**config.mk**
```make
export PLATFORM = sky130hd
export DESIGN_NAME = psw_exc_ctrl
export DESIGN_NICKNAME = d
export VERILOG_FILES = /design/src/rtl/psw_pkg.sv /design/src/rtl/exc_arbiter.sv /design/src/rtl/exc_bank.sv /design/src/rtl/psw_next.sv /design/src/rtl/psw_exc_ctrl.sv
export SDC_FILE = /design/constraint.sdc
export NUM_CORES = 1
export LEC_CHECK = 0
export BUFFER_PORTS_ARGS = -buffer_cell sky130_fd_sc_hd__buf_2
export CAP_MARGIN = 40
export CORE_ASPECT_RATIO = 1.2
export CORE_UTILIZATION = 45
export DETAILED_ROUTE_END_ITERATION = 8
export GPL_ROUTABILITY_DRIVEN = 0
export GPL_TIMING_DRIVEN = 0
export PLACE_DENSITY_LB_ADDON = 0.08
export SLEW_MARGIN = 20
export SYNTH_ARGS = -nofsm -noshare
export SYNTH_HDL_FRONTEND = slang
export SYNTH_SLANG_ARGS = --single-unit
```
**constraint.sdc**
```tcl
create_clock -name clk -period 4.84 [get_ports clk]
set_clock_uncertainty 0.1 [all_clocks]
set_input_delay 0.484 -clock clk [delete_from_list [all_inputs] [get_ports clk]]
set_output_delay 0.484 -clock clk [all_outputs]
set_load 0.02 [all_outputs]
```
**src/rtl/psw_pkg.sv**
```systemverilog
`timescale 1ns/1ps
package psw_pkg;

    localparam int PSW_W  = 32;
    localparam int NBANK  = 5;
    localparam int BIDX_W = $clog2(NBANK);
    localparam int EXC_N  = 8;
    localparam int EXC_W  = $clog2(EXC_N);

    localparam logic [PSW_W-1:0] RSV_MASK  = 32'h0FFF_FF00;
    localparam logic [PSW_W-1:0] FLAG_MASK = 32'hF000_0000;
    localparam logic [PSW_W-1:0] CTL_MASK  = 32'h0000_00E0;
    localparam logic [PSW_W-1:0] MODE_MASK = 32'h0000_001F;
    localparam logic [PSW_W-1:0] PSW_RST   = 32'h0000_00D3;

    typedef enum logic [4:0] {
        M_USR = 5'h10,
        M_FST = 5'h11,
        M_INT = 5'h12,
        M_SUP = 5'h13,
        M_ABT = 5'h17,
        M_UND = 5'h1B,
        M_SYS = 5'h1F
    } mode_e;

    // exception type; vector = type * 4, so the numbering is behaviour
    typedef enum logic [EXC_W-1:0] {
        EX_RST  = 3'd0,
        EX_UND  = 3'd1,
        EX_SVC  = 3'd2,
        EX_PABT = 3'd3,
        EX_DABT = 3'd4,
        EX_RSV  = 3'd5,
        EX_INT  = 3'd6,
        EX_FINT = 3'd7
    } exc_e;

    typedef struct packed {
        logic [3:0]  nzcv;
        logic [19:0] rsv;
        logic        idis;
        logic        fdis;
        logic        half;
        logic [4:0]  mode;
    } psw_t;

    typedef struct packed {
        logic              ok;
        logic [BIDX_W-1:0] idx;
    } bank_sel_t;

    function automatic logic mode_valid(input logic [4:0] m);
        case (m)
            M_USR, M_FST, M_INT, M_SUP, M_ABT, M_UND, M_SYS: return 1'b1;
            default: return 1'b0;
        endcase
    endfunction

    function automatic bank_sel_t mode_bank(input logic [4:0] m);
        bank_sel_t b;
        b.ok = 1'b1;
        case (m)
            M_FST:   b.idx = BIDX_W'(0);
            M_INT:   b.idx = BIDX_W'(1);
            M_SUP:   b.idx = BIDX_W'(2);
            M_ABT:   b.idx = BIDX_W'(3);
            M_UND:   b.idx = BIDX_W'(4);
            default: begin b.ok = 1'b0; b.idx = '0; end
        endcase
        return b;
    endfunction

    function automatic logic [4:0] exc_mode(input logic [EXC_W-1:0] t);
        case (t)
            EX_UND:           return M_UND;
            EX_PABT, EX_DABT: return M_ABT;
            EX_INT:           return M_INT;
            EX_FINT:          return M_FST;
            default:          return M_SUP;
        endcase
    endfunction

endpackage

```
**src/rtl/exc_arbiter.sv**
```systemverilog
`timescale 1ns/1ps
module exc_arbiter
    import psw_pkg::*;
(
    input  logic             clk,
    input  logic             rst,
    input  logic [EXC_N-1:0] req,
    input  logic             idis,
    input  logic             fdis,
    output logic             take,
    output logic [EXC_W-1:0] sel
);
    logic int_ok, fint_ok;

    assign int_ok  = req[EX_INT]  && !idis;
    assign fint_ok = req[EX_FINT] && !fdis;

    always_comb begin
        take = 1'b1;
        sel  = EX_RST;
        if (req[EX_RST])       sel = EX_RST;
        else if (req[EX_DABT]) sel = EX_DABT;
        else if (fint_ok)      sel = EX_FINT;
        else if (int_ok)       sel = EX_INT;
        else if (req[EX_PABT]) sel = EX_PABT;
        else if (req[EX_UND])  sel = EX_UND;
        else if (req[EX_SVC])  sel = EX_SVC;
        else if (req[EX_RSV])  sel = EX_RSV;
        else                   take = 1'b0;
    end


    int_masked_chk: assert property (@(posedge clk) disable iff (rst)
        (take && sel == EX_INT) |-> !idis);

    fint_masked_chk: assert property (@(posedge clk) disable iff (rst)
        (take && sel == EX_FINT) |-> !fdis);

    reset_wins_chk: assert property (@(posedge clk) disable iff (rst)
        req[EX_RST] |-> (take && sel == EX_RST));

endmodule

```
**src/rtl/exc_bank.sv**
```systemverilog
`timescale 1ns/1ps
module exc_bank
    import psw_pkg::*;
#(
    parameter int LW = 32,
    parameter int SW = PSW_W,
    parameter int NB = NBANK,
    parameter int IW = BIDX_W,
    parameter logic [SW-1:0] SAV_RST = PSW_RST
) (
    input  logic          clk,
    input  logic          rst,
    input  logic          we,
    input  logic [IW-1:0] widx,
    input  logic [LW-1:0] wlink,
    input  logic [SW-1:0] wsav,
    input  logic [IW-1:0] ridx,
    output logic [LW-1:0] rlink,
    output logic [SW-1:0] rsav
);
    logic [LW-1:0] link_q [NB];
    logic [SW-1:0] sav_q  [NB];

    for (genvar g = 0; g < NB; g++) begin : g_bank
        always_ff @(posedge clk) begin
            if (rst) begin
                link_q[g] <= '0;
                sav_q[g]  <= SAV_RST;
            end else if (we && widx == IW'(g)) begin
                link_q[g] <= wlink;
                sav_q[g]  <= wsav;
            end
        end
    end

    always_comb begin
        rlink = '0;
        rsav  = SAV_RST;
        for (int i = 0; i < NB; i++) begin
            if (ridx == IW'(i)) begin
                rlink = link_q[i];
                rsav  = sav_q[i];
            end
        end
    end

endmodule

```
**src/rtl/psw_next.sv**
```systemverilog
`timescale 1ns/1ps
module psw_next
    import psw_pkg::*;
(
    input  psw_t             cur,
    input  logic             flag_we,
    input  logic [3:0]       flag_nzcv,
    input  logic             sw_we,
    input  logic [1:0]       sw_sel,
    input  logic [PSW_W-1:0] sw_data,
    output psw_t             nxt
);
    logic             priv;
    logic [PSW_W-1:0] wmask;

    assign priv = (cur.mode != M_USR);

    always_comb begin
        wmask = '0;
        if (sw_sel[1])
            wmask = wmask | FLAG_MASK;
        if (sw_sel[0] && priv) begin
            wmask = wmask | CTL_MASK;
            if (mode_valid(sw_data[4:0]))
                wmask = wmask | MODE_MASK;
        end
        wmask = wmask & ~RSV_MASK;
    end

    always_comb begin
        nxt = cur;
        if (sw_we)
            nxt = psw_t'((PSW_W'(cur) & ~wmask) | (sw_data & wmask));
        else if (flag_we)
            nxt.nzcv = flag_nzcv;
    end

endmodule

```
**src/rtl/psw_exc_ctrl.sv**
```systemverilog
`timescale 1ns/1ps
module psw_exc_ctrl
    import psw_pkg::*;
#(
    parameter int PC_W = 32
) (
    input  logic             clk,
    input  logic             rst,
    input  logic             req_reset,
    input  logic             req_undef,
    input  logic             req_svc,
    input  logic             req_pabort,
    input  logic             req_dabort,
    input  logic             req_int,
    input  logic             req_fint,
    input  logic [PC_W-1:0]  cur_pc,
    input  logic             flag_we,
    input  logic [3:0]       flag_nzcv,
    input  logic             sw_we,
    input  logic [1:0]       sw_sel,
    input  logic [PSW_W-1:0] sw_data,
    input  logic             ret_req,
    input  logic [3:0]       ret_adj,
    output logic             pc_load,
    output logic [PC_W-1:0]  pc_vec,
    output logic [4:0]       cur_mode,
    output logic             half_isa,
    output logic             int_mask,
    output logic             fint_mask,
    output logic [PSW_W-1:0] psw_out
);
    psw_t             psw_q, psw_upd, psw_ent, rsav_w;
    logic [EXC_N-1:0] req;
    logic             take, ret_go;
    logic [EXC_W-1:0] sel;
    logic [4:0]       tgt_mode;
    bank_sel_t        tgt_bank, cur_bank;
    logic [PC_W-1:0]  rlink;
    logic [PSW_W-1:0] rsav;

    always_comb begin
        req           = '0;
        req[EX_RST]   = req_reset;
        req[EX_UND]   = req_undef;
        req[EX_SVC]   = req_svc;
        req[EX_PABT]  = req_pabort;
        req[EX_DABT]  = req_dabort;
        req[EX_INT]   = req_int;
        req[EX_FINT]  = req_fint;
    end

    exc_arbiter u_arb (
        .clk  (clk),
        .rst  (rst),
        .req  (req),
        .idis (psw_q.idis),
        .fdis (psw_q.fdis),
        .take (take),
        .sel  (sel)
    );

    assign tgt_mode = exc_mode(sel);
    assign tgt_bank = mode_bank(tgt_mode);
    assign cur_bank = mode_bank(psw_q.mode);
    assign ret_go   = ret_req && cur_bank.ok && !take;

    exc_bank #(
        .LW (PC_W),
        .SW (PSW_W)
    ) u_bank (
        .clk   (clk),
        .rst   (rst),
        .we    (take),
        .widx  (tgt_bank.idx),
        .wlink (cur_pc),
        .wsav  (PSW_W'(psw_q)),
        .ridx  (cur_bank.idx),
        .rlink (rlink),
        .rsav  (rsav)
    );
    assign rsav_w = psw_t'(rsav);

    psw_next u_next (
        .cur       (psw_q),
        .flag_we   (flag_we),
        .flag_nzcv (flag_nzcv),
        .sw_we     (sw_we),
        .sw_sel    (sw_sel),
        .sw_data   (sw_data),
        .nxt       (psw_upd)
    );

    always_comb begin
        psw_ent      = psw_q;
        psw_ent.mode = tgt_mode;
        psw_ent.idis = 1'b1;
        psw_ent.half = 1'b0;
        if (sel == EX_RST || sel == EX_FINT)
            psw_ent.fdis = 1'b1;
    end

    always_ff @(posedge clk) begin
        if (rst) begin
            psw_q   <= psw_t'(PSW_RST);
            pc_load <= 1'b0;
            pc_vec  <= '0;
        end else if (take) begin
            psw_q   <= psw_ent;
            pc_load <= 1'b1;
            pc_vec  <= PC_W'({sel, 2'b00});
        end else if (ret_go) begin
            psw_q   <= rsav_w;
            pc_load <= 1'b1;
            pc_vec  <= rlink - PC_W'(ret_adj);
        end else begin
            psw_q   <= psw_upd;
            pc_load <= 1'b0;
        end
    end

    assign cur_mode  = psw_q.mode;
    assign half_isa  = psw_q.half;
    assign int_mask  = psw_q.idis;
    assign fint_mask = psw_q.fdis;
    assign psw_out   = PSW_W'(psw_q);


    entry_state_chk: assert property (@(posedge clk) disable iff (rst)
        take |=> (pc_load && psw_q.idis && !psw_q.half));

    rsv_hold_chk: assert property (@(posedge clk) disable iff (rst)
        1'b1 |=> (psw_q.rsv == $past(psw_q.rsv)));

    user_ctl_chk: assert property (@(posedge clk) disable iff (rst)
        (psw_q.mode == M_USR && !req_reset && !req_dabort && !req_pabort
         && !req_undef && !req_svc && !req_int && !req_fint)
        |=> (psw_out[7:0] == $past(psw_out[7:0])));

    mode_legal_chk: assert property (@(posedge clk) disable iff (rst)
        mode_valid(psw_q.mode));

    ret_load_chk: assert property (@(posedge clk) disable iff (rst)
        ret_go |=> pc_load);

endmodule

```
# Yosys cells after proc, flatten, opt, wreduce, memory -nomap -nowiden
# Memories as Yosys holds them, arrays and structs flattened.
# Index checks and enable logic that the tools add are counted.
# word_totals
reg_bits,65
latchBits,0
ramBits,320
mem_bits_ro,0
output_inout_bits,73
n_memories,2
# mem_list
memory,depth,word_bits,rd,rd_clocked_by_memory_dff,write_ports,line_no,rtl
u_bank.link_q,5,32,5,0,5,exc_bank.sv:21,logic [LW-1:0] link_q [NB];
u_bank.sav_q,5,32,5,0,5,exc_bank.sv:22,logic [SW-1:0] sav_q [NB];
# classes
addsub,1
multipliers,0
div,0
magnitude_cmp,0
eq_ne,31
n_shift,0
muxes,70
bitwise_logic,15
n_reduce_logical,28
# ops
cell,n
two-way mux 32 bit,22
"== test 5 bit, second input constant",16
AND 32 bit,2
NOT 32 bit,1
OR 32 bit,1
subtractor 32 x 4 -> 32 bit,1
two-way mux 1 bit,30
two-way mux 28 bit,1
case mux 3 bit (4 select lines),2
two-way mux 3 bit,6
case mux 4 bit (4 select lines),1
"== test 3 x 2 -> 1 bit, second input constant",5
"== test 3 bit, second input constant",5
two-way mux 5 bit,3
logical AND 1 bit,10
OR 1 bit,10
"== test 3 x 1 -> 1 bit, second input constant",3
zero test 3 bit,3
two-way mux 4 bit,2
two-way mux 8 bit,1
two-way mux 7 bit,1
OR reduction 7 bit,1
AND reduction 2 bit,3
nonzero test 3 bit,2
other kinds (9),13

# Logic depth before layout (Yosys ltp)
# logic_depth
ltp_word,18
mapped_depth,21

# Modules after synthesis
# A second synthesis with hierarchy kept.
# hier_totals
hier_cells,1550
area_unflattened_um2,18408.9
# modules_own_cells
mod,instances,cells_per_inst,area_per_inst_um2,seq_area_each_um2
exc_bank,1,1045,14432.6,9609.2
psw_exc_ctrl,1,439,3488.3,1301.2
psw_next,1,51,402.9,0.0
exc_arbiter,1,15,85.1,0.0

# Worst setup path before layout
# OpenSTA, ideal clock, no wires.
# synth_timing
path_kind,flip-flop to flip-flop
startpoint,register with a tool-made name
endpoint,register pc_vec[24]
setup_time_ns,0.070
arrival_time_ns,4.575
t_required_ns,4.670
slack_ns,0.095
path_stages_with_launch,20
path_buffers,6
period_less_slack_ns,4.745
path_cell_list,dfxtp_1 buf_2 buf_2 buf_2 buf_1 buf_1 clkbuf_1 mux2_2 a222oi_1 nand2_1 ha_1 inv_1 o21ai_0 a21oi_1 nand4b_1 nor3b_4 nor3b_4 nand4_1 xor2_1 a21oi_1
# synth_rtl
item,line_no,rtl
"end signal, assigned",psw_exc_ctrl.sv:110,"pc_vec <= PC_W'({sel, 2'b00});"
"end signal, assigned",psw_exc_ctrl.sv:114,pc_vec <= rlink - PC_W'(ret_adj);
"end, declared",psw_exc_ctrl.sv:25,"output logic [PC_W-1:0] pc_vec,"

==> flow_summary.toml <==
[layout]
regArea_sq_mm = 0.0109
layout_common_cells = "edfxtp_1 (320), and2_1 (290), buf_2 (137), nand2_1 (84), clkbuf_1 (77)"
syn_to_final_growth_pct = 18.3
multi_input_area_sq_mm = 0.00629
final_common_cell = "edfxtp_1"
fillers = 3423
final_nets = 1768
drive_gt1_share_pct = 19.9
final_cell_count_no_fill = 2236
n_antenna_cell = 0

[global_routing]
first_global_vias = 12600
antenna_found_initial = 3
grt_max_degree = 43
grt-ovfl-total = 0
grtUsageTotal_pct = 28.0
grt_pass1_wl_mm = 80.8

[logic_synthesis]
ys_seq_area_share_pct = 61.9
avgSynthCellArea_sq_um = 11.9
synth_cell_types = 72
ys.flop_type = "edfxtp_1"
syn_area_sq_mm = 0.0176
synth_edf_count = 320
synth_nets = 1568
ys_ff_latch = 385
syn_inst = 1477
yosys_warnings = 0
async_flop_share_pct = 0

[worst_setup_path]
end_kind = "register"
r2r_end = "pc_vec[29]$_SDFFE_PP0P_"
reg2reg_depth = 20
r2r_slack_ns = 0.17
crit_path_start_kind = "register"
cp.arrival_ns = 4.97
crit_fanout = 19
crit_required_ns = 5.14
critPathCapture = "pc_vec[29]$_SDFFE_PP0P_"
path_class = "register to register"

[floorplan]
core-area_sq_mm = 0.0387
die_h_microns = 219
die_area_sq_mm = 0.0400
rows = 79
die_width_microns = 183
initial_core_util_pct = 45.5
ios = 159

[place]
place_hpwl_mm = 38.7
place_inst = 2151
portBuffers = 136

[timing]
slew_headroom_pct = 38.1
maxSlewViolCount = 0
clock.fmax_ghz = 0.214
finalHoldViolCount = 0
fin_crit_sh_pct = 96.4
setup_violations = 0
period_needed_ns = 4.67
worstMarginPinSlew_ns = 0.919
timing.hold.ws_ns = 0.158

[route]
wirelength_mm = 55.5
wl_per_cell_microns = 24.8
first_pass_iters = 5
drc = 0
ant_nets = 0
drt-vias-per-instance = 5.68
vias = 12700
drt_iter0_markers = 983

[pwr]
leakage_nw = 7.80
vdd_drop_max_uv = 293
p_total_w = 0.00769
p_per_area_mw_per_mm2 = 369

[cts]
cts.clk_slew.worst_paths_ns = 0.06
clkSinkCount = 385
cts_htree_levels = 2
cts-hold-fix-buffers = 0
numCtsBuffers = 41
clockBufferDepth = 3
cts-root-buf = "clkbuf_16"
cts_tree = "built"
clock_latency_ns = 0.55

[hold_path]
min_path_type = "input pin to register"

[run_status]
status = "finished clean"

[run]
cap_violations = 0
[Yosys cell counts, types with 10 or more instances]
cell type | instances | area share, %
a211oi_1 | 10 | 0.43
a21oi_1 | 53 | 1.5
a221oi_1 | 12 | 0.60
a222oi_1 | 22 | 1.2
a22oi_1 | 11 | 0.47
a311oi_1 | 25 | 1.2
and2_1 | 291 | 10
clkbuf_1 | 91 | 1.9
dfxtp_1 | 65 | 7.4
edfxtp_1 | 320 | 54
inv_1 | 20 | 0.43
mux2_2 | 25 | 1.6
mux2i_1 | 11 | 0.62
nand2_1 | 86 | 1.8
nand2b_1 | 20 | 0.71
nand3_1 | 21 | 0.60
nor2_1 | 76 | 1.6
nor2b_1 | 20 | 0.71
nor3_1 | 16 | 0.45
o211ai_1 | 10 | 0.43
o21ai_0 | 75 | 2.1
or3_1 | 18 | 0.64
xnor2_1 | 18 | 0.89
[through the flow]
step	setup WS, ns	area [sq um]	util, %	TNS (ns)
finish	0.172	20900	53.8	0
global route	-0.00708	20900	53.8	-0.00708
CTS	0.00998	20800	53.6	0
detailed placement	-2.30	19200	49.6	-57.13
global placement	-2.29	19000	49.0	-206.44
floorplan	0.0955	17600	-	0
[sequential cells by signal (all words and copies together), names as in the netlist, named ones only]
signal	flops
u_bank.sav_q	160
cur_mode	1
pc_vec	32
fint_mask	1
pc_load	1
psw_out	20
u_bank.link_q	160
[cell families (layout without fill, tap and decap cells)]
family	after synthesis	count (layout)	share of synthesized area (%)
and+or+nand+nor	596	596	19.2
DFF	385	385	61.9
AOI/OAI and AO/OA	294	294	11.8
buffers and inverters	133	366	3.18
muxes	36	36	2.22
xor gates and xnor gates	27	27	1.34
adders and majority gates	6	6	0.454
[per-layer routing]
metal | vias to the layer above | part of all wire (%) | GRT usage [%]
met5 | - | 0.070 | 0
met4 | 6 | 4.3 | 12.2
met3 | 112 | 5.6 | 4.33
met2 | 455 | 51 | 50.3
met1 | 6304 | 39 | 33.1
li1 | 5818 | - | -
[where the power goes]
part           switching, W  internal (W)  total [W]
combinational      0.000519      0.000275   0.000794
sequential        0.0000455       0.00372    0.00377
clock               0.00132       0.00182    0.00313
total               0.00188       0.00581    0.00769
[layout make-up]
class | count | share of cell area (%)
clock buffers | 58 | 5.85
multi-input cells | 959 | 30.1
plain buffers | 107 | 2.75
repair buffers | 163 | 4.84
inverters | 20 | 0.360
well taps | 526 | 3.15
flip-flops and latches | 385 | 52.4
clock inverters | 18 | 0.558
[what timing repair did]
| item | in CTS | in global routing |
|---|---|---|
| pin swaps | 7 | 4 |
| gates cloned | 0 | 0 |
| setup buffers | 10 | 4 |
| resized for setup | 53 | 24 |
| setup endpoints to repair | 51 | 22 |
[worst min-delay path by stage]
stage / startpoint / endpoint / slack, ns / cells past startpoint
after floorplan: u_bank.sav_q[4][2]$_SDFFCE_PN0P_ / register / 0.35 / 2
after global placement: pc_vec[11]$_SDFFE_PP0P_ / pc_vec[11]$_SDFFE_PP0P_ / 0.34 / 2
after detailed placement: pc_vec[11]$_SDFFE_PP0P_ / pc_vec[11]$_SDFFE_PP0P_ / 0.35 / 2
after CTS: cur_pc[4] / u_bank.link_q[1][4]$_SDFFCE_PN0P_ / 0.14 / 2
after global routing: cur_pc[4] / u_bank.link_q[2][4]$_SDFFCE_PN0P_ / 0.15 / 2
final: cur_pc[3] / u_bank.link_q[3][3]$_SDFFCE_PN0P_ / 0.16 / 2
[critical path: stages, from the launching register on]
cell,delay (ns)
dfxtp_4,0.42
buf_4,0.27
buf_6,0.21
buf_6,0.19
buf_6,0.20
clkbuf_8,0.23
mux2i_1,0.20
nor2_1,0.06
a31oi_1,0.15
nor2_1,0.06
a221o_1,0.36
ha_1,0.37
o211ai_1,0.12
nand3_1,0.14
nor4b_2,0.37
nand3b_1,0.11
buf_4,0.18
nor3_4,0.26
nand4_1,0.17
xnor2_1,0.23
a21oi_1,0.10
(Power assumes the default switching activity.)
